**src/rtl/io_mover_pkg.sv**
```systemverilog
package io_mover_pkg;
  localparam int CTRL_W    = 5;
  localparam int BIT_SE    = 0;
  localparam int BIT_DIR   = 1;
  localparam int BIT_BHOLD = 2;
  localparam int BIT_WORD  = 3;
  localparam int BIT_IHOLD = 4;

  typedef enum logic [1:0] {
    SEL_CTRL = 2'd0,
    SEL_BUF  = 2'd1,
    SEL_IO   = 2'd2,
    SEL_CNT  = 2'd3
  } cfgSelT;

  typedef struct packed {
    logic readPhase;
    logic writePhase;
    logic capture;
    logic update;
  } moverStrobeT;
endpackage

```
**src/rtl/mover_ctrl.sv**
```systemverilog
module mover_ctrl
  import io_mover_pkg::*;
(
  input  logic        clk,
  input  logic        rstN,
  input  logic        reqIn,
  input  logic        armed,
  input  logic        busReady,
  output moverStrobeT strobe,
  output logic        busReq,
  output logic        busWe
);
  typedef enum logic [1:0] {ST_IDLE, ST_READ, ST_WRITE, ST_UPDATE} stateT;

  stateT stateQ, stateD;
  logic  pendingQ, pendingD;
  logic  start;

  assign start = (stateQ == ST_IDLE) && pendingQ && armed;

  // Held request: set wins over the clear taken by a start.
  assign pendingD = (pendingQ && !start && armed) || (reqIn && armed);

  always_comb begin
    stateD = stateQ;
    strobe = '0;
    busReq = 1'b0;
    busWe  = 1'b0;
    unique case (stateQ)
      ST_IDLE: if (start) stateD = ST_READ;
      ST_READ: begin
        busReq           = 1'b1;
        strobe.readPhase = 1'b1;
        if (busReady) begin
          strobe.capture = 1'b1;
          stateD         = ST_WRITE;
        end
      end
      ST_WRITE: begin
        busReq            = 1'b1;
        busWe             = 1'b1;
        strobe.writePhase = 1'b1;
        if (busReady) stateD = ST_UPDATE;
      end
      ST_UPDATE: begin
        strobe.update = 1'b1;
        stateD        = ST_IDLE;
      end
      default: stateD = ST_IDLE;
    endcase
  end

  always_ff @(posedge clk or negedge rstN) begin
    if (!rstN) begin
      stateQ   <= ST_IDLE;
      pendingQ <= 1'b0;
    end else begin
      stateQ   <= stateD;
      pendingQ <= pendingD;
    end
  end


  req_kept_chk: assert property (@(posedge clk) disable iff (!rstN)
    (reqIn && armed) |=> (pendingQ || stateQ != ST_IDLE));
endmodule

```
**src/rtl/mover_dp.sv**
```systemverilog
module mover_dp
  import io_mover_pkg::*;
#(
  parameter int ADDR_W = 24,
  parameter int IO_W   = 16,
  parameter int DATA_W = 16,
  parameter int CNT_W  = 16,
  parameter int PAGE_W = 16
) (
  input  logic              clk,
  input  logic              rstN,
  input  moverStrobeT       strobe,
  input  logic              cfgWe,
  input  logic [1:0]        cfgSel,
  input  logic [ADDR_W-1:0] cfgWdata,
  output logic [ADDR_W-1:0] cfgRdata,
  input  logic              reqIn,
  input  logic              stopIn,
  input  logic [DATA_W-1:0] busRdata,
  output logic [ADDR_W-1:0] busAddr,
  output logic [DATA_W-1:0] busWdata,
  output logic              busWord,
  output logic              armed,
  output logic              doneOut,
  output logic              endOut
);
  localparam int ZEXT_W = ADDR_W - IO_W;
  localparam int BYTE_W = 8;

  logic [CTRL_W-1:0] ctrlQ;
  logic [ADDR_W-1:0] bufQ;
  logic [IO_W-1:0]   ioQ;
  logic [CNT_W-1:0]  cntQ;
  logic [DATA_W-1:0] dataQ;
  logic              armedQ, stopQ, doneQ, endQ;

  logic [ADDR_W-1:0] ioAddr, srcAddr, dstAddr;
  logic [PAGE_W-1:0] bufStep;
  logic [IO_W-1:0]   ioStep;
  logic              lastXfer;
  logic              wrCtrl, wrBuf, wrIo, wrCnt;

  assign wrCtrl = cfgWe && (cfgSel == SEL_CTRL);
  assign wrBuf  = cfgWe && (cfgSel == SEL_BUF);
  assign wrIo   = cfgWe && (cfgSel == SEL_IO);
  assign wrCnt  = cfgWe && (cfgSel == SEL_CNT);

  assign ioAddr  = {{ZEXT_W{1'b0}}, ioQ};
  assign srcAddr = ctrlQ[BIT_DIR] ? bufQ : ioAddr;
  assign dstAddr = ctrlQ[BIT_DIR] ? ioAddr : bufQ;
  assign busAddr = strobe.writePhase ? dstAddr : srcAddr;
  assign busWdata = dataQ;
  assign busWord  = ctrlQ[BIT_WORD];

  assign bufStep = ctrlQ[BIT_WORD] ? PAGE_W'(2) : PAGE_W'(1);
  assign ioStep  = ctrlQ[BIT_WORD] ? IO_W'(2)   : IO_W'(1);
  assign lastXfer = (cntQ == CNT_W'(1)) || (ctrlQ[BIT_SE] && stopQ);

  // Software-owned state: contents undefined until programmed.
  always_ff @(posedge clk) begin
    if (wrCtrl) ctrlQ <= cfgWdata[CTRL_W-1:0];

    if (wrBuf) bufQ <= cfgWdata;
    else if (strobe.update && !ctrlQ[BIT_BHOLD])
      bufQ[PAGE_W-1:0] <= bufQ[PAGE_W-1:0] + bufStep;

    if (wrIo) ioQ <= cfgWdata[IO_W-1:0];
    else if (strobe.update && !ctrlQ[BIT_IHOLD])
      ioQ <= ioQ + ioStep;

    if (strobe.capture)
      dataQ <= ctrlQ[BIT_WORD] ? busRdata
                               : {{(DATA_W-BYTE_W){1'b0}}, busRdata[BYTE_W-1:0]};
  end

  always_ff @(posedge clk or negedge rstN) begin
    if (!rstN) begin
      cntQ   <= '0;
      armedQ <= 1'b0;
      stopQ  <= 1'b0;
      doneQ  <= 1'b0;
      endQ   <= 1'b0;
    end else begin
      doneQ <= strobe.update && !lastXfer;
      endQ  <= strobe.update && lastXfer;
      stopQ <= (stopQ && !strobe.update) || (reqIn && stopIn && armedQ);
      if (wrCnt) begin
        cntQ   <= cfgWdata[CNT_W-1:0];
        armedQ <= (cfgWdata[CNT_W-1:0] != '0);
      end else if (strobe.update) begin
        cntQ <= cntQ - CNT_W'(1);
        if (lastXfer) armedQ <= 1'b0;
      end
    end
  end

  always_comb begin
    unique case (cfgSel)
      SEL_CTRL: cfgRdata = ADDR_W'(ctrlQ);
      SEL_BUF:  cfgRdata = bufQ;
      SEL_IO:   cfgRdata = ioAddr;
      default:  cfgRdata = ADDR_W'(cntQ);
    endcase
  end

  assign armed   = armedQ;
  assign doneOut = doneQ;
  assign endOut  = endQ;


  page_fixed_chk: assert property (@(posedge clk) disable iff (!rstN)
    !wrBuf |=> $stable(bufQ[ADDR_W-1:PAGE_W]));

  pulse_excl_chk: assert property (@(posedge clk) disable iff (!rstN)
    !(doneQ && endQ));

  pulse_single_chk: assert property (@(posedge clk) disable iff (!rstN)
    (doneQ || endQ) |=> !(doneQ || endQ));
endmodule

```
**src/rtl/io_mover.sv**
```systemverilog
module io_mover
  import io_mover_pkg::*;
#(
  parameter int ADDR_W = 24,
  parameter int IO_W   = 16,
  parameter int DATA_W = 16,
  parameter int CNT_W  = 16
) (
  input  logic              clk,
  input  logic              rstN,
  input  logic              cfgWe,
  input  logic [1:0]        cfgSel,
  input  logic [ADDR_W-1:0] cfgWdata,
  output logic [ADDR_W-1:0] cfgRdata,
  input  logic              reqIn,
  input  logic              stopIn,
  output logic              busReq,
  output logic              busWe,
  output logic              busWord,
  output logic [ADDR_W-1:0] busAddr,
  output logic [DATA_W-1:0] busWdata,
  input  logic [DATA_W-1:0] busRdata,
  input  logic              busReady,
  output logic              doneOut,
  output logic              endOut
);
  moverStrobeT strobe;
  logic        armed;

  mover_ctrl u_ctrl (
    .clk, .rstN, .reqIn, .armed, .busReady,
    .strobe, .busReq, .busWe
  );

  mover_dp #(
    .ADDR_W(ADDR_W), .IO_W(IO_W), .DATA_W(DATA_W), .CNT_W(CNT_W)
  ) u_dp (
    .clk, .rstN, .strobe, .cfgWe, .cfgSel, .cfgWdata, .cfgRdata,
    .reqIn, .stopIn, .busRdata, .busAddr, .busWdata, .busWord,
    .armed, .doneOut, .endOut
  );


  bus_hold_chk: assert property (@(posedge clk) disable iff (!rstN)
    (busReq && !busReady) |=> (busReq && $stable(busWe) && $stable(busAddr)));
endmodule

```
**config.mk**
```make
export PLATFORM = sky130hd
export DESIGN_NAME = io_mover
export DESIGN_NICKNAME = d
export VERILOG_FILES = /design/src/rtl/io_mover_pkg.sv /design/src/rtl/mover_ctrl.sv /design/src/rtl/mover_dp.sv /design/src/rtl/io_mover.sv
export SDC_FILE = /design/constraint.sdc
export NUM_CORES = 1
export LEC_CHECK = 0
export BUFFER_PORTS_ARGS = -buffer_cell sky130_fd_sc_hd__buf_2
export CORE_MARGIN = 2
export CORE_UTILIZATION = 48
export CTS_BUF_LIST = sky130_fd_sc_hd__clkbuf_2
export DETAILED_ROUTE_END_ITERATION = 7
export GPL_TIMING_DRIVEN = 0
export PLACE_DENSITY = 0.73
export SLEW_MARGIN = 20
export SYNTH_ARGS = -nofsm -noshare
export SYNTH_HDL_FRONTEND = slang
export SYNTH_SLANG_ARGS = --single-unit
```
**constraint.sdc**
```tcl
create_clock -name clk -period 2.9 [get_ports clk]
set_input_delay 0.725 -clock clk [delete_from_list [all_inputs] [get_ports clk]]
set_output_delay 0.725 -clock clk [all_outputs]
set_load 0.02 [all_outputs]
```
* Word level (Yosys, flattened, before mapping)
Index checks and enable logic that the tools add are counted.
** Cells by class
- $lt $le $gt $ge :: 0
- $mul :: 0
- Equality and inequality tests :: 10
- Reduce and logical (&&, ||, !) cells :: 35
- Add/sub/neg operators :: 3
- Divide/modulo/power cells :: 0
- Shift-type cells :: 0
- Mux-type cells :: 23
- Bitwise logic cells :: 0
** Operators with widths (number)
- $mux W16 :: 6
- $mux W24 :: 3
- $pmux W24 S3 :: 1
- $add A16 B16 Y16 :: 2
- $logic_and A1 B1 Y1 :: 17
- $eq A16 B1 Y1 const B :: 1
- $reduce_bool A16 Y1 :: 1
- $sub A16 B1 Y16 const B :: 1
- $eq A2 B2 Y1 const B :: 4
- $mux W1 :: 8
- $mux W2 :: 4
- $pmux W2 S4 :: 1
- $reduce_bool A2 Y1 :: 4
- $logic_not A1 Y1 :: 5
- $eq A2 B1 Y1 const B :: 2
- $logic_not A2 Y1 :: 2
- $ne A2 B2 Y1 const B :: 2
- $logic_or A1 B1 Y1 :: 3
- $reduce_and A3 Y1 :: 1
- $ne A2 B1 Y1 const B :: 1
- $reduce_and A2 Y1 :: 1
- $reduce_or A2 Y1 :: 1
** Word-level totals
- Word-level logic and storage cells :: 84
- Bits in writable memories :: 0
- Bits of input ports :: 48
- Bits in registers :: 84
- Latch bits :: 0
- Memories kept :: 0
- Memory bits (read-only) :: 0

* Depth between registers and ports, before layout
- Word-level depth :: 7
- Depth in mapped cells :: 8
- Mapped depth without buffers :: 8

* Hierarchy
Synthesis repeated with hierarchy kept, for this count alone.
** Unflattened totals
- Cells, all modules :: 433
- Area, all modules :: 4787.1 um2
** Modules (own cells, without submodules)
- mover_dp :: instances 1, sequential area each 2332.2 um2, area an instance 4563.1 um2, cells each 413
- mover_ctrl :: instances 1, sequential area each 75.1 um2, area an instance 224.0 um2, cells each 20

* Worst setup path after synthesis
No wires, ideal clock.
- Path type :: reg2out
- From :: register u_ctrl.stateQ[0]
- To :: output busAddr[10]
- Data arrival time :: 1.970 ns
- Cell stages (with the launch flop) :: 6
- Setup slack :: 0.205 ns
- Required time :: 2.175 ns
- Cells stage by stage :: dfrtp_1 > inv_1 > ha_1 > xor2_1 > buf_2 > mux2_2
** On the way
- Cells in the longest elaborated chain, start to end :: 3
** Ends and longest elaborated chain
- start, declared :: RTL line mover_ctrl.sv:15 : stateT stateQ, stateD;
- start signal, assigned :: RTL line mover_ctrl.sv:58 : stateQ <= stateD;
- $eq A2 B2 Y1
- $mux W1
- net busWe :: RTL line io_mover.sv:18 : output logic busWe,
- $mux W24 :: RTL line mover_dp.sv:51 : assign busAddr = strobe.writePhase ? dstAddr : srcAddr;
- end, declared :: RTL line io_mover.sv:20 : output logic [ADDR_W-1:0] busAddr,
The timed path passes the listed nets, and every way through them passes these cells.

* Worst setup path in the final report
- From :: register u_ctrl.stateQ[0]
- To :: output busAddr[11]
** On the way
- Cells in the longest elaborated chain, start to end :: 3
** Ends and longest elaborated chain
- $eq A2 B2 Y1 :: RTL line mover_ctrl.sv:29 : unique case (stateQ)
- $mux W1 :: RTL line mover_ctrl.sv:29
- $mux W24 :: RTL line mover_dp.sv:51
No other way between the ends.

==> summary.txt <==
CTS Buf Count: 9
Reg-to-reg setup timing slack: 0.18 ns
Via count: 4214
First-pass GRT wire length: 20.7 mm
Crit Path Category: reg2out
HP Class: in2async
Post-detailed-route count of antenna-violating nets: 0
Syn-to-layout area delta: 25.1%
CP endpoint: busAddr[11]
Initial antenna violation count: 0
CTS tree: done
DP Worst Slack: -0.342 ns
GRT Overall Usage: 0.242
Number of cell rows: 36
Crit path max fanout: 5
Mapped Nets: 511
Arrival time at the worst endpoint: 2.16 ns
Placed instance area: 0.00565 mm2
Core area: 0.00982 mm2
Worst Setup End Kind: primary output
FFs w/ async S/R, synth: 0.274
DR pass1 iterations: 5
Total of max-cap violations: 0
Dpl hpwl: 9.79 mm
Synth Flop Type: edfxtp_1
Vias in the first global route: 3984
DRC viols: 0
Reg-to-Reg End: u_dp.bufQ[10]$_DFFE_PP_
Clock sinks: 84
Net Sw Power: 1930 uW
Fin crit share: 0.996
Non-filler cells, final: 729
Setup ws final: 0.0122 ns
Final clock skew: 0.0233 ns
Post-synth EDFFs: 61
Worst slew pin tran: 0.972 ns
Pint: 2980 uW
Synth area leaders: edfxtp_1 (38%), dfrtp_1 (12%), mux2_2 (6.0%)
GR Util met1: 0.325
Flops & latches, synth: 84
Routing usage on met3: 0.0449
Worst endpoint required time: 2.17 ns
Io pins: 117
Worst r2r src: u_dp.ctrlQ[3]$_DFFE_PP_
Register area share after synthesis: 0.494
Insertion delay to the later sink of the worst-skew pair: 0.54 ns
Final setup fails: 0
Nets: 652
Mapped Cells: 450
CTS Root Cell: clkbuf_2
Vias per cell: 5.78
# diodes: 0
Initial core utilization: 0.496
GRT busiest layer: met2
Post-route cell area: 0.00610 mm2
Final hold vios: 0
Total wire length: 13.4 mm
Die Y-Extent: 105 um
Share of the synthesized area in the top cell type: 0.376
Die Area: 0.0110 mm2
Syn_area_per_cell: 10.8 um2
Final max-slew violation count: 0
Post-synth top cells: edfxtp_1 (61), nand2_1 (44), nor2_1 (28)
WL/cell: 18.4 um
Sequential share of power: 0.388
Setup TNS: 0 ns
Port Buffers: 116
CP Launch Point: u_ctrl.stateQ[0]$_DFFE_PN0P_
Clock slew at reported path FFs: 0.23 ns
VDD IR max: 0.000381 V
Max H-tree Level: 3
Count leader, synth: edfxtp_1
Fmax: 0.346 GHz
Gpl congestion: 0.924
Switching Share: 0.393
Comb power frac: 0.469
Post-Syn Area: 0.00487 mm2
RSZ-0062 raised after global routing: true
Post-placement cell count: 701
Max-slew headroom: 0.352
Clock share of power: 0.143
Synthesis Warnings: 0
Hold WS: 0.129 ns
Pwr dens: 804 mW/mm2
Leakage: 0.00246 uW
R2R cell count: 8
Die X: 105 um
Iter 0 DRT Violations: 288
Multi-input gate area: 0.00240 mm2
Fraction of layout instances using a drive strength above 1: 0.336
Fillcell total: 840
Number of distinct library cells after synthesis: 45
Largest net degree at the start of global routing: 24
Register area: 0.00241 mm2
Post-synth top area cell: edfxtp_1
Grt total ovfl: 0
CTS max path bufs: 2
Outcome: finished, final reports clean
GR Layer Usage met2: 0.389
Fin crit period: 2.89 ns
Worst Setup Start Kind: flip-flop
## worst min path at each step
stage | start | to | slack [ns] | depth (start not counted)
after CTS | rstN | u_dp.cntQ[1]$_DFFE_PN0P_ | 0.11 | 1
after detailed placement | u_dp.stopQ$_DFF_PN0_ | u_dp.stopQ$_DFF_PN0_ | 0.49 | 1
after floorplan | rstN | u_ctrl.pendingQ$_DFF_PN0_ | 0.43 | 0
after global placement | u_dp.stopQ$_DFF_PN0_ | u_dp.stopQ$_DFF_PN0_ | 0.48 | 1
final | rstN | u_dp.cntQ[9]$_DFFE_PN0P_ | 0.13 | 1
after global routing | rstN | u_dp.cntQ[1]$_DFFE_PN0P_ | 0.11 | 1
## stage by stage
step / util / power, uW
2_1_floorplan: - / 3120
3_3_place_gp: 0.572 / 3680
3_5_place_dp: 0.575 / 3740
4_1_cts: 0.602 / 4650
5_1_grt: 0.621 / 5160
6_report: 0.621 / 4900
## logic make-up (layout without fill, tap and decap cells)
kind of cell | Yosys count | after routing | share of synthesized area
flip-flops | 84 | 84 | 0.494
AND/OR/NAND/NOR | 170 | 170 | 0.192
XOR/XNOR | 40 | 40 | 0.0719
buffers and inverters | 37 | 183 | 0.0311
multiplexers | 33 | 33 | 0.0881
AO/OA/AOI/OAI | 73 | 73 | 0.0870
adder cells (fa/ha/maj) | 13 | 13 | 0.0365
## worst max-delay path: stages (launching register included)
cell     delay, ns
dfrtp_1       0.44
inv_2         0.08
ha_4          0.16
xor2_4        0.22
buf_6         0.14
buf_8         0.13
mux2_4        0.32
buf_6         0.13
## sequential cells by signal (all words and copies together) (netlist names), 2 cells and up
name and count:
u_dp.busWdata 16, u_ctrl.stateQ 2, u_dp.ioQ 16, u_dp.cntQ 16, u_dp.ctrlQ 5, u_dp.bufQ 24
## cells in the final DEF, fill, tap and decap left out, types with 13 or more instances in the layout
| cell type | n |
|---|---|
| clkbuf_2 | 13 |
| dfrtp_1 | 22 |
| xor2_1 | 16 |
| buf_6 | 18 |
| inv_1 | 13 |
| o21ai_0 | 22 |
| buf_2 | 104 |
| nor2_1 | 28 |
| edfxtp_1 | 61 |
| nand2_1 | 44 |
| clkbuf_1 | 13 |
| and2_1 | 24 |
| xnor2_1 | 23 |
| mux2_2 | 16 |
| a21oi_1 | 23 |
## cell type report
cell class	instances	area share
clock buffer	10	0.00821
timing repair buffer	132	0.134
multi-input combinational	329	0.393
clock inverter	6	0.0146
sequential	84	0.395
inverter	14	0.00862
tap	133	0.0273
buffer	21	0.0189
## power groups by stage
stage	Combinational [uW]	Sequential (uW)	Clock [uW]
6_report	2300	1910	700
3_3_place_gp	1760	1920	0
5_1_grt	2470	1940	755
4_1_cts	2040	1890	717
2_1_floorplan	1240	1880	0
3_5_place_dp	1820	1920	0
## routing by layer
| layer | part of all wire | routed length (um) |
|---|---|---|
| met1 | 0.42 | 5690 |
| met3 | 0.089 | 1190 |
| met5 | 0 | 0 |
| met4 | 0.026 | 352 |
| met2 | 0.46 | 6200 |
## repair_timing
action / CTS / global route
setup endpoints to repair: 42 / 33
gates resized for setup: 12 / 49
buffers inserted: 8 / 5
pin swaps: 0 / 1
hold buffers: 0 / 0
gates cloned: 1 / 0
Power figures use the tool's default switching activity.
